<file path="src/rtl/i2c_crc_responder.sv">
module i2c_crc_responder #(
  parameter logic [6:0] DEV_ID = 7'h2A,
  parameter int         AW     = 8
) (
  input  logic          clk,
  input  logic          rst_n,
  input  logic          scl_in,
  input  logic          sda_in,
  output logic          sda_pull,
  input  logic          crc_on,
  output logic [AW-1:0] rf_addr,
  input  logic [7:0]    rf_data
);

  localparam logic [7:0] POLY = 8'h07;

  typedef enum logic [2:0] {S_IDLE, S_ADDR, S_REG, S_DATA, S_CRC} st_t;

  logic scl_m, scl_s, scl_d, sda_m, sda_s, sda_d;
  st_t  st;
  logic [3:0] cnt;
  logic [7:0] rx, tx, crc;
  logic ack_n;
  logic [AW-1:0] ptr;

  wire rise     = scl_s & ~scl_d;
  wire fall     = ~scl_s & scl_d;
  wire start_c  = scl_s & scl_d & sda_d & ~sda_s;
  wire stop_c   = scl_s & scl_d & ~sda_d & sda_s;
  wire hit      = (rx[7:1] == DEV_ID);
  wire slot_end = fall && (cnt == 4'd9);
  wire ptr_ld   = slot_end && (st == S_REG);

  assign rf_addr = ptr;

  function automatic logic [7:0] crc_step(input logic [7:0] c, input logic b);
    return {c[6:0], 1'b0} ^ ((c[7] ^ b) ? POLY : 8'h00);
  endfunction

  always_ff @(posedge clk) begin
    if (!rst_n) begin
      scl_m <= 1'b1; scl_s <= 1'b1; scl_d <= 1'b1;
      sda_m <= 1'b1; sda_s <= 1'b1; sda_d <= 1'b1;
      st <= S_IDLE; cnt <= '0; rx <= '0; tx <= '0; crc <= '0;
      ack_n <= 1'b1; ptr <= '0; sda_pull <= 1'b0;
    end else begin
      scl_m <= scl_in; scl_s <= scl_m; scl_d <= scl_s;
      sda_m <= sda_in; sda_s <= sda_m; sda_d <= sda_s;
      if (start_c) begin
        st <= S_ADDR; cnt <= '0; sda_pull <= 1'b0;
      end else if (stop_c) begin
        st <= S_IDLE; cnt <= '0; sda_pull <= 1'b0; crc <= '0;
      end else if (st != S_IDLE) begin
        if (rise) begin
          if (cnt < 4'd8) begin
            rx <= {rx[6:0], sda_s};
            if (st != S_CRC) crc <= crc_step(crc, sda_s);
          end else begin
            ack_n <= sda_s;
          end
          if (cnt < 4'd9) cnt <= cnt + 4'd1;
        end
        if (fall && cnt >= 4'd1 && cnt <= 4'd7 && (st == S_DATA || st == S_CRC)) begin
          sda_pull <= ~tx[6];
          tx <= {tx[6:0], 1'b0};
        end
        if (fall && cnt == 4'd8) begin
          case (st)
            S_ADDR: sda_pull <= hit;
            S_REG:  sda_pull <= 1'b1;
            S_DATA: begin sda_pull <= 1'b0; ptr <= ptr + 1'b1; end
            default: sda_pull <= 1'b0;
          endcase
        end
        if (slot_end) begin
          cnt <= '0;
          case (st)
            S_ADDR: begin
              if (!hit) begin
                st <= S_IDLE; crc <= '0; sda_pull <= 1'b0;
              end else if (rx[0]) begin
                st <= S_DATA; tx <= rf_data; sda_pull <= ~rf_data[7];
              end else begin
                st <= S_REG; sda_pull <= 1'b0;
              end
            end
            S_REG: begin
              ptr <= AW'(rx); st <= S_IDLE; sda_pull <= 1'b0;
            end
            S_DATA: begin
              crc <= '0;
              if (crc_on) begin
                st <= S_CRC; tx <= crc; sda_pull <= ~crc[7];
              end else if (!ack_n) begin
                tx <= rf_data; sda_pull <= ~rf_data[7];
              end else begin
                st <= S_IDLE; sda_pull <= 1'b0;
              end
            end
            S_CRC: begin
              if (!ack_n) begin
                st <= S_DATA; tx <= rf_data; sda_pull <= ~rf_data[7];
              end else begin
                st <= S_IDLE; sda_pull <= 1'b0; crc <= '0;
              end
            end
            default: st <= S_IDLE;
          endcase
        end
      end
    end
  end

  p_drive_scl_low_r10: assert property (@(posedge clk) disable iff (!rst_n)
    $rose(sda_pull) |-> !scl_s);

  p_stop_idle_r6: assert property (@(posedge clk) disable iff (!rst_n)
    stop_c |=> (st == S_IDLE) && !sda_pull && (crc == 8'h00));

  p_idle_release_r8: assert property (@(posedge clk) disable iff (!rst_n)
    (st == S_IDLE) |-> !sda_pull);

  p_crc_nack_idle_r8: assert property (@(posedge clk) disable iff (!rst_n)
    (slot_end && st == S_CRC && ack_n && !start_c && !stop_c) |=> (st == S_IDLE));

  p_ptr_step_r7: assert property (@(posedge clk) disable iff (!rst_n)
    (ptr != $past(ptr)) |-> ($past(ptr_ld) || ptr == AW'($past(ptr) + 1'b1)));

endmodule

</file>
<file path="config.mk">
export PLATFORM = sky130hd
export DESIGN_NAME = i2c_crc_responder
export DESIGN_NICKNAME = d
export VERILOG_FILES = /design/src/rtl/i2c_crc_responder.sv
export SDC_FILE = /design/constraint.sdc
export NUM_CORES = 1
export LEC_CHECK = 0
export CAP_MARGIN = 10
export CORE_MARGIN = 4
export CORE_UTILIZATION = 35
export CTS_CLUSTER_DIAMETER = 120
export DETAILED_ROUTE_END_ITERATION = 8
export MAX_ROUTING_LAYER = met4
export PLACE_DENSITY_LB_ADDON = 0.2
export SLEW_MARGIN = 30
export SYNTH_ARGS = -nofsm -noshare
export SYNTH_HDL_FRONTEND = slang
export SYNTH_SLANG_ARGS = --single-unit
</file>
<file path="constraint.sdc">
create_clock -name clk -period 3.1 [get_ports clk]
set_input_delay 0.465 -clock clk [delete_from_list [all_inputs] [get_ports clk]]
set_output_delay 0.465 -clock clk [all_outputs]
set_load 0.02 [all_outputs]
</file>
---- After elaboration in Yosys (flattened, before gate mapping) ----
Cells that the tools add are included.
storage, ports and cells
  register bits ........................... 47
  input port bits ......................... 13
  word-level logic and storage cells ...... 114
operators by class
  $add $sub $neg .......................... 2
  magnitude comparators ................... 4
  equality and inequality tests ........... 10
  muxes and demuxes ....................... 43
  bitwise operators ....................... 20
  reduce and logical (&&, ||, !) cells .... 20
operators with widths
  kind                   number
  $mux W8                18
  $pmux W8 S3            2
  $mux W1                12
  $mux W4                3
  $reduce_and A3 Y1      4
  $not A1 Y1             11
  $reduce_and A5 Y1      2
  $mux W3                3
  $pmux W3 S3            1
  $reduce_bool A3 Y1     3
  $add A8 B1 Y8 const B  1
  $eq A4 B4 Y1 const B   2
  $lt A4 B4 Y1 const B   2
  $xor A8 B3 Y8          1
  $and A1 B1 Y1          7
  $eq A7 B6 Y1 const B   1
  $eq A3 B2 Y1 const B   2
  $ne A3 B3 Y1 const B   2
  $reduce_bool A2 Y1     3
  $logic_and A1 B1 Y1    5
  $ne A5 B5 Y1 const B   1
  $add A4 B1 Y4 const B  1
  $ge A4 B1 Y1 const B   1
  $le A4 B3 Y1 const B   1
  9 further kinds        10

---- Longest topological paths before layout ----
Gate-level depths: netlist (run 1).
  depth after elaboration ................. 11
  mapped depth ............................ 7

---- Least setup slack after synthesis (run 1) ----
Ideal clock, no wire load.
  path kind ............................... reg-to-reg
  start point ............................. register cnt[3]
  end point ............................... register ptr[7], in the netlist rf_addr[7]
  library setup time ...................... 0.075 ns
  arrival time ............................ 1.740 ns
  required time ........................... 3.025 ns
  setup slack ............................. 1.285 ns
  cell stages (with the launch flop) ...... 8
  clock period less this slack ............ 1.815 ns
  path through ............................ dfxtp_1 > buf_4 > and4bb_2 > and3_1 > buf_6 > nand4_4 > or4_1 > a31oi_1
between the ends
  cells in the longest elaborated chain, start to end .. 5
  elaborated cells on any way between the ends .. 7
  classes of those cells .................. eq/ne (2); mux (3); reduce/logical (2)
RTL lines
  what                    RTL line  source
  start, declared         21        logic [3:0] cnt;
  start signal, assigned  61        if (cnt < 4'd9) cnt <= cnt + 4'd1;
  $eq A4 B4 Y1            67        if (fall && cnt == 4'd8) begin
  $logic_and A1 B1 Y1     67
  $mux W8                 67
  $mux W8                 77        case (st)
  $mux W8 (*)             75        if (slot_end) begin
  end signal, assigned    45        ack_n <= 1'b1; ptr <= '0; sda_pull <= 1'b0;
  end signal, assigned    71        S_DATA: begin sda_pull <= 1'b0; ptr <= ptr + 1'b1; end
  end signal, assigned    88        ptr <= AW'(rx); st <= S_IDLE; sda_pull <= 1'b0;
  end, declared           24        logic [AW-1:0] ptr;
Every way passes the cells marked *; elsewhere a longest branch is shown, timed or not.
A chain may end at the register's enable or synchronous reset.

---- Worst setup path in the final report (run 1) ----
  start point ............................. register st[2]
  end point ............................... register tx[3]
between the ends
  cells in the longest elaborated chain, start to end .. 8
  elaborated cells on any way between the ends .. 14
  classes of those cells .................. eq/ne (3); mux (7); reduce/logical (4)
RTL lines
  what                                                 RTL line     source
  start, declared                                      20           st_t st;
  start signal, assigned                               44           st <= S_IDLE; cnt <= '0; rx <= '0; tx <= '0; crc <= '0;
  start signal, assigned                               50           st <= S_ADDR; cnt <= '0; sda_pull <= 1'b0;
  start signal, assigned                               52           st <= S_IDLE; cnt <= '0; sda_pull <= 1'b0; crc <= '0;
  $eq A3 B2 Y1 / $eq A3 B3 Y1 (equally long branches)  63, 77
  $logic_or A1 B1 Y1                                   63           if (fall && cnt >= 4'd1 && cnt <= 4'd7 && (st == S_DATA || st == S_CRC)) begin
  $logic_and A1 B1 Y1                                  63
  $mux W8                                              63
  $mux W8 (on tied branches)                           94, 101, 81
  $mux W8 (on tied branches)                           92, 79
  $pmux W8 S3                                          77
  $mux W8                                              75
  end signal, assigned                                 65           tx <= {tx[6:0], 1'b0};
  end signal, assigned                                 95           tx <= rf_data; sda_pull <= ~rf_data[7];
  end, declared                                        22           logic [7:0] rx, tx, crc;
Parallel ways exist; a longest one is shown, timed or not.

==> results of run 1 <==
## worst max path at each step
stage / endpoint / from / cells after the start / slack [ps]
floorplan: rf_addr[7]$_SDFFE_PN0P_ / cnt[3]$_SDFFE_PP0P_ / 7 / 1280
global placement: sda_pull$_SDFFE_PP0P_ / crc_on / 6 / 660
detailed placement: tx[0]$_SDFFE_PN0P_ / crc_on / 6 / 670
CTS: tx[3]$_SDFFE_PN0P_ / st[2]$_SDFFE_PP0P_ / 5 / 750
global route: tx[3]$_SDFFE_PN0P_ / st[2]$_SDFFE_PP0P_ / 5 / 560
finish: tx[3]$_SDFFE_PN0P_ / st[2]$_SDFFE_PP0P_ / 5 / 690
## area by class of cell
type	count	area, um^2
sequential	46	921
clock buffer	6	82.6
timing repair buffer	26	248
multi-input combinational	223	1490
inverter	6	22.5
tap	96	120
fill	681	3920
clock inverter	2	60.1
## critical path, stage by stage, from the launching register on
cell and delay (ps):
dfxtp_1 690, nor3b_4 380, o211ai_1 350, a221oi_2 480
a22oi_1 130, a32o_1 280
## layer usage
layer	global-route usage	vias up
met1	0.219	1044
met4	0.0464	0
li1	-	1098
met2	0.230	46
met5	-	-
met3	0.0268	9
## cell families (layout without fill, tap and decap cells)
kind of cell,after synthesis,after routing
compound gates,74,74
xor+xnor,6,6
fa+ha+maj,4,4
buf+inv,22,40
flops,46,46
mux,20,20
simple gates,119,119
## sequential cells by signal, summed over array words and instances, names as in the netlist, 3 cells and up
signal	count
st	3
rx	8
cnt	4
crc	8
tx	7
rf_addr	8
## report_power, final
part	internal, mW	switching [mW]	leakage, nW
clock network	0.344	0.204	0.0714
registers	0.596	0.00850	0.372
logic	0.0325	0.0380	0.649
total	0.972	0.250	1.09
## stage by stage
| step | std cells | instance area [um^2] | total power [mW] | util | worst slack, ps |
|---|---|---|---|---|---|
| floorplan | 291 | 2510 | 0.657 | - | 1280 |
| global placement | 397 | 2800 | 0.689 | 0.408 | 657 |
| detailed placement | 397 | 2800 | 0.689 | 0.408 | 671 |
| CTS | 405 | 2950 | 1.24 | 0.429 | 747 |
| global route | 405 | 2950 | 1.28 | 0.429 | 557 |
| finish | 405 | 2950 | 1.22 | 0.429 | 687 |
## placed cells by master (no fill, tap or decap), drive strengths merged, types with 2 or more instances in the layout
master,instances
and2,2
dfxtp,46
a32o,10
o221ai,4
ha,4
xor2,5
buf,5
nand4,3
a31oi,3
nor3,6
a21oi,12
clkbuf,6
or2,2
o31ai,2
inv,5
nor3b,5
and3,4
o211ai,2
nor2,39
o21ai,13
and3b,2
nand2,28
nor2b,2
o21a,5
a22oi,5
mux2i,19
nand3,6
clkdlybuf4s50,21
a2bb2oi,2
nor4bb,4
a211oi,4
bufinv,2
nand2b,9
==> summary.md, run 1 <==
| Metric | Value |
|---|---|
| H-tree level count | 2 |
| Drt pass-1 iters | 4 |
| Synth top cells by count | 46 x dfxtp_1, 39 x nor2_1, 28 x nand2_1 |
| First-pass GRT wire length | 10.5 mm |
| Worst skew pair latency | 300 ps |
| Hold Fails Final Rpt | 0 |
| Pin count of the biggest net entering global routing | 28 |
| WL final | 6.19 mm |
| Post-synth EDFFs | 0 |
| #FFs+latches synth | 46 |
| Initial core utilization | 0.366 |
| HP Class | reg2reg |
| Crit path DAT | 2600 ps |
| Yosys top cell area share | 0.366 |
| Detail Placement HPWL | 4.49 mm |
| Ys async rst share | 0 |
| Setup TNS | 0 ps |
| Endpoints failing setup | 0 |
| Cells on Worst Hold Path | 1 |
| Antenna cells | 0 |
| Pins Over Slew Limit | 0 |
| Cell taking the most area after synthesis | dfxtp_1 |
| Yosys cell types | 61 |
| Mux contribution to synthesized area | 0.0801 |
| WP data required | 3290 ps |
| Largest family of logic cells by synthesized area | simple AND/OR/NAND/NOR gates |
| Total number of vias | 2197 |
| Total GRT Usage | 0.156 |
| Min Hold Slack | 410 ps |
| Post-CTS Repair Setup Buffers | 0 |
| Wire per inst | 15.3 um |
| Adder-cell share of the synthesized area | 0.0199 |
| Max Clock Skew | 9.52 ps |
| DR top layer | met4 |
| Core area | 0.00687 mm^2 |
| Post-Syn Nets | 308 |
| I/O pin total | 22 |
| Crit end category | register |
| Global placer's final weighted congestion | 0.873 |
| # Max-Cap Violations | 0 |
| Max transition margin | 0.514 |
| Max Buffers Root-to-Sink | 2 |
| Worst r2r dst | tx[3]$_SDFFE_PN0P_ |
| Simple-gate share of the synthesized area | 0.254 |
| Share of cells above drive strength 1 | 0.0841 |
| Leak | 1.09 nW |
| FMAX | 414 MHz |
| Vias in the first global route | 2042 |
| Register area share after synthesis | 0.366 |
| Total gr overflow | 0 |
| Average size of a mapped cell | 8.64 um^2 |
| Residual DRC | 0 |
| Reg2reg setup slack | 690 ps |
| Outcome | completed |
| Die height | 92.7 um |
| Worst-Margin Slew | 726 ps |
| Met2 WL post-DR | 2.78 mm |
| Synth Area in Compound Gates | 0.219 |
| Most frequent cell after synthesis | dfxtp_1 |
| CTS Buf Count | 5 |
| Initial antenna violation count | 0 |
| R2R cell count | 5 |
| Cts hold-fix bufs | 0 |
| Min-delay src | scl_m$_SDFF_PN1_ |
| Root buf cell | clkbuf_8 |
| DRT iter0 DRCs | 171 |
| Pwr dens | 415 mW/mm^2 |
| Clk sinks | 46 |
| Final nets | 325 |
| Worst Hold Endpoint | scl_s$_SDFF_PN1_ |
| Mapped Area | 0.00251 mm^2 |
| Gate Count Post-Synth | 291 |
| RSZ-0062 raised after global routing | no |
| I/O Buffers | 21 |
| Met1 WL | 3.06 mm |
| Routed Antenna Nets | 0 |
| Worst-path clk slew | 80 ps |
| Die outline width | 92.7 um |
| Row Count | 30 |
| Reg-to-Reg Start | st[2]$_SDFFE_PP0P_ |
| P&R area growth vs syn | 17.2% |
| Xor and xnor fraction of the mapped netlist area | 0.0209 |
| Prevailing post-synth register cell | dfxtp_1 |
| Routed vias/inst | 5.42 |
| Final Critical Period | 2410 ps |
| Critical path class | reg2reg |
| Post_cts resized | 0 |
| Routed wl met3 | 267 um |
| Period utilisation layout | 0.778 |
| CP Max Fanout | 17 |
| Area contributors post-synth | dfxtp_1 37%, mux2i_1 7.6%, nor2_1 5.8% |
| Die area | 0.00860 mm^2 |
| Peak VDD IR | 0.000256 V |
| YS warnings | 0 |
| CTS tree | done |
| CP Launch Type | register |
Power figures use the tool's default switching activity.
==> run 2, diff against run 1 <==
==> constraint.sdc (replaced) <==
create_clock -name clk -period 2.2 [get_ports clk]
set_input_delay 0.33 -clock clk [delete_from_list [all_inputs] [get_ports clk]]
set_output_delay 0.33 -clock clk [all_outputs]
set_load 0.02 [all_outputs]
==> run 2 against run 1 <==
Worst setup slack worse by 490 ps. Register-to-register slack got worse by 490 ps. Via count grew 3.2%. Power rose by 42%. Die area unchanged. Worst hold slack gained 0.80 ps. Utilization up 1.5 points. Fmax is 20% higher.
==> summary.md, run 2 (synthesized netlist as in run 1, its figures left out) <==
| Metric | Value |
|---|---|
| Outcome | completed |
| Vias in the first global route | 2192 |
| Post-DP Area | 0.00291 mm^2 |
| Antenna cells | 0 |
| Cts hold-fix bufs | 0 |
| R2R cell count | 5 |
| Total number of vias | 2267 |
| DP Cell Count | 411 |
| Share of cells above drive strength 1 | 0.124 |
| Critical path class | reg2reg |
| Core area | 0.00687 mm^2 |
| Sw Ratio | 0.208 |
| Residual DRC | 0 |
| CP Cell Sequence | and3b_2, and3_1, nand4_4, or4_1, a31oi_1 |
| RSZ-0062 raised after global routing | no |
| Max Buffers Root-to-Sink | 2 |
| Internal | 1.37 mW |
| Final Critical Period | 2000 ps |
| CP Max Fanout | 10 |
| Total GRT Usage | 0.161 |
| Post_cts resized | 0 |
| Pin count of the biggest net entering global routing | 28 |
| CTS Buf Count | 5 |
| Endpoints failing setup | 0 |
| Worst-path clk slew | 90 ps |
| Initial core utilization | 0.366 |
| WP data required | 2440 ps |
| Clk pwr share | 0.448 |
| Die outline width | 92.7 um |
| HP Class | reg2reg |
| Period utilisation layout | 0.911 |
| Min-delay src | sda_m$_SDFF_PN1_ |
| Max incr delay on CP | 580 ps |
| Detail Placement HPWL | 4.88 mm |
| P&R area growth vs syn | 21.4% |
| Leak | 1.17 nW |
| Most frequent cells in the layout | 46 x dfxtp_1, 39 x nor2_1, 28 x nand2_1, 21 x clkdlybuf4s50_1 |
| CP max-delay cell | dfxtp_1 |
| Wire per inst | 15.6 um |
| I/O Buffers | 21 |
| CP Launch Type | register |
| CTS tree | done |
| Hold Fails Final Rpt | 0 |
| Crit end category | register |
| Dpl ws | 92.4 ps |
| PnR worst setup slack | 196 ps |
| First-pass GRT wire length | 10.8 mm |
| # Max-Cap Violations | 0 |
| Routed vias/inst | 5.41 |
| FMAX | 499 MHz |
| CP startpoint | st[1]$_SDFFE_PP0P_ |
| Initial antenna violation count | 0 |
| Total gr overflow | 0 |
| Global placer's final weighted congestion | 0.935 |
| DRT iter0 DRCs | 132 |
| Root buf cell | clkbuf_8 |
| Commonest non-fill, non-tap cell in the layout | dfxtp_1 |
| Die height | 92.7 um |
| Final core utilization | 0.444 |
| Routed Antenna Nets | 0 |
| Peak VDD IR | 0.000351 V |
| Row Count | 30 |
| Post-route insts no fill | 419 |
| H-tree level count | 2 |
| Comb power frac | 0.062 |
| I/O pin total | 22 |
| Post-route cell area | 0.00305 mm^2 |
| Worst-Margin Slew | 549 ps |
| Max transition margin | 0.630 |
| Pwr dens | 568 mW/mm^2 |
| Clk sinks | 46 |
| Post-CTS Repair Setup Buffers | 0 |
| Worst skew pair latency | 300 ps |
| Reg-to-Reg Start | st[1]$_SDFFE_PP0P_ |
| Cells on Worst Hold Path | 1 |
| Setup TNS | 0 ps |
| Drt pass-1 iters | 4 |
| Max Clock Skew | 8.88 ps |
| Final nets | 339 |
| Crit path DAT | 2240 ps |
| Die area | 0.00860 mm^2 |
| Pins Over Slew Limit | 0 |
| P_sw | 0.360 mW |
| Reg power frac | 0.490 |
| WL final | 6.53 mm |
-- run 2: final timing paths --
| kind | slack (ps) | end |
|---|---|---|
| setup / recovery | 200 | rf_addr[7]$_SDFFE_PN0P_ |
| hold reg to reg | 410 | sda_s$_SDFF_PN1_ |
| hold / removal | 410 | sda_s$_SDFF_PN1_ |
| setup reg to reg | 200 | rf_addr[7]$_SDFFE_PN0P_ |
-- run 2: stage by stage --
stage          hold WS [ps]  total power [mW]
4_1_cts                 413              1.75
3_3_place_gp            391             0.975
5_1_grt                 448              1.79
6_report                411              1.73
3_5_place_dp            392             0.976
2_1_floorplan           386             0.925
-- run 2: area by class of cell --
type / instances / area [um^2]
Clock buffer: 6 / 82.6
Multi-Input combinational cell: 223 / 1490
Sequential cell: 46 / 921
Inverter: 6 / 22.5
Timing Repair Buffer: 40 / 353
Tap cell: 96 / 120
Clock inverter: 2 / 60.1
Fill cell: 683 / 3820
-- run 2: critical path, delay by kind of cell (launching register included) --
| family | cells | cell delay [ps] |
|---|---|---|
| and+or+nand+nor | 4 | 1230 |
| DFF | 1 | 580 |
| AOI/OAI and AO/OA | 1 | 130 |
-- run 2: metal layers --
layer	share of wire	GRT usage	vias to the layer above
met5	0	-	-
met1	0.48	0.218	1072
met2	0.46	0.245	55
li1	-	-	1127
met3	0.043	0.0260	13
met4	0.022	0.0574	0
-- run 2: power groups by stage --
stage	combinational, mW	sequential [mW]	clock (mW)
floorplan	0.0607	0.865	0
global placement	0.107	0.868	0
detailed placement	0.108	0.868	0
CTS	0.109	0.849	0.793
global route	0.118	0.851	0.824
finish	0.108	0.849	0.776
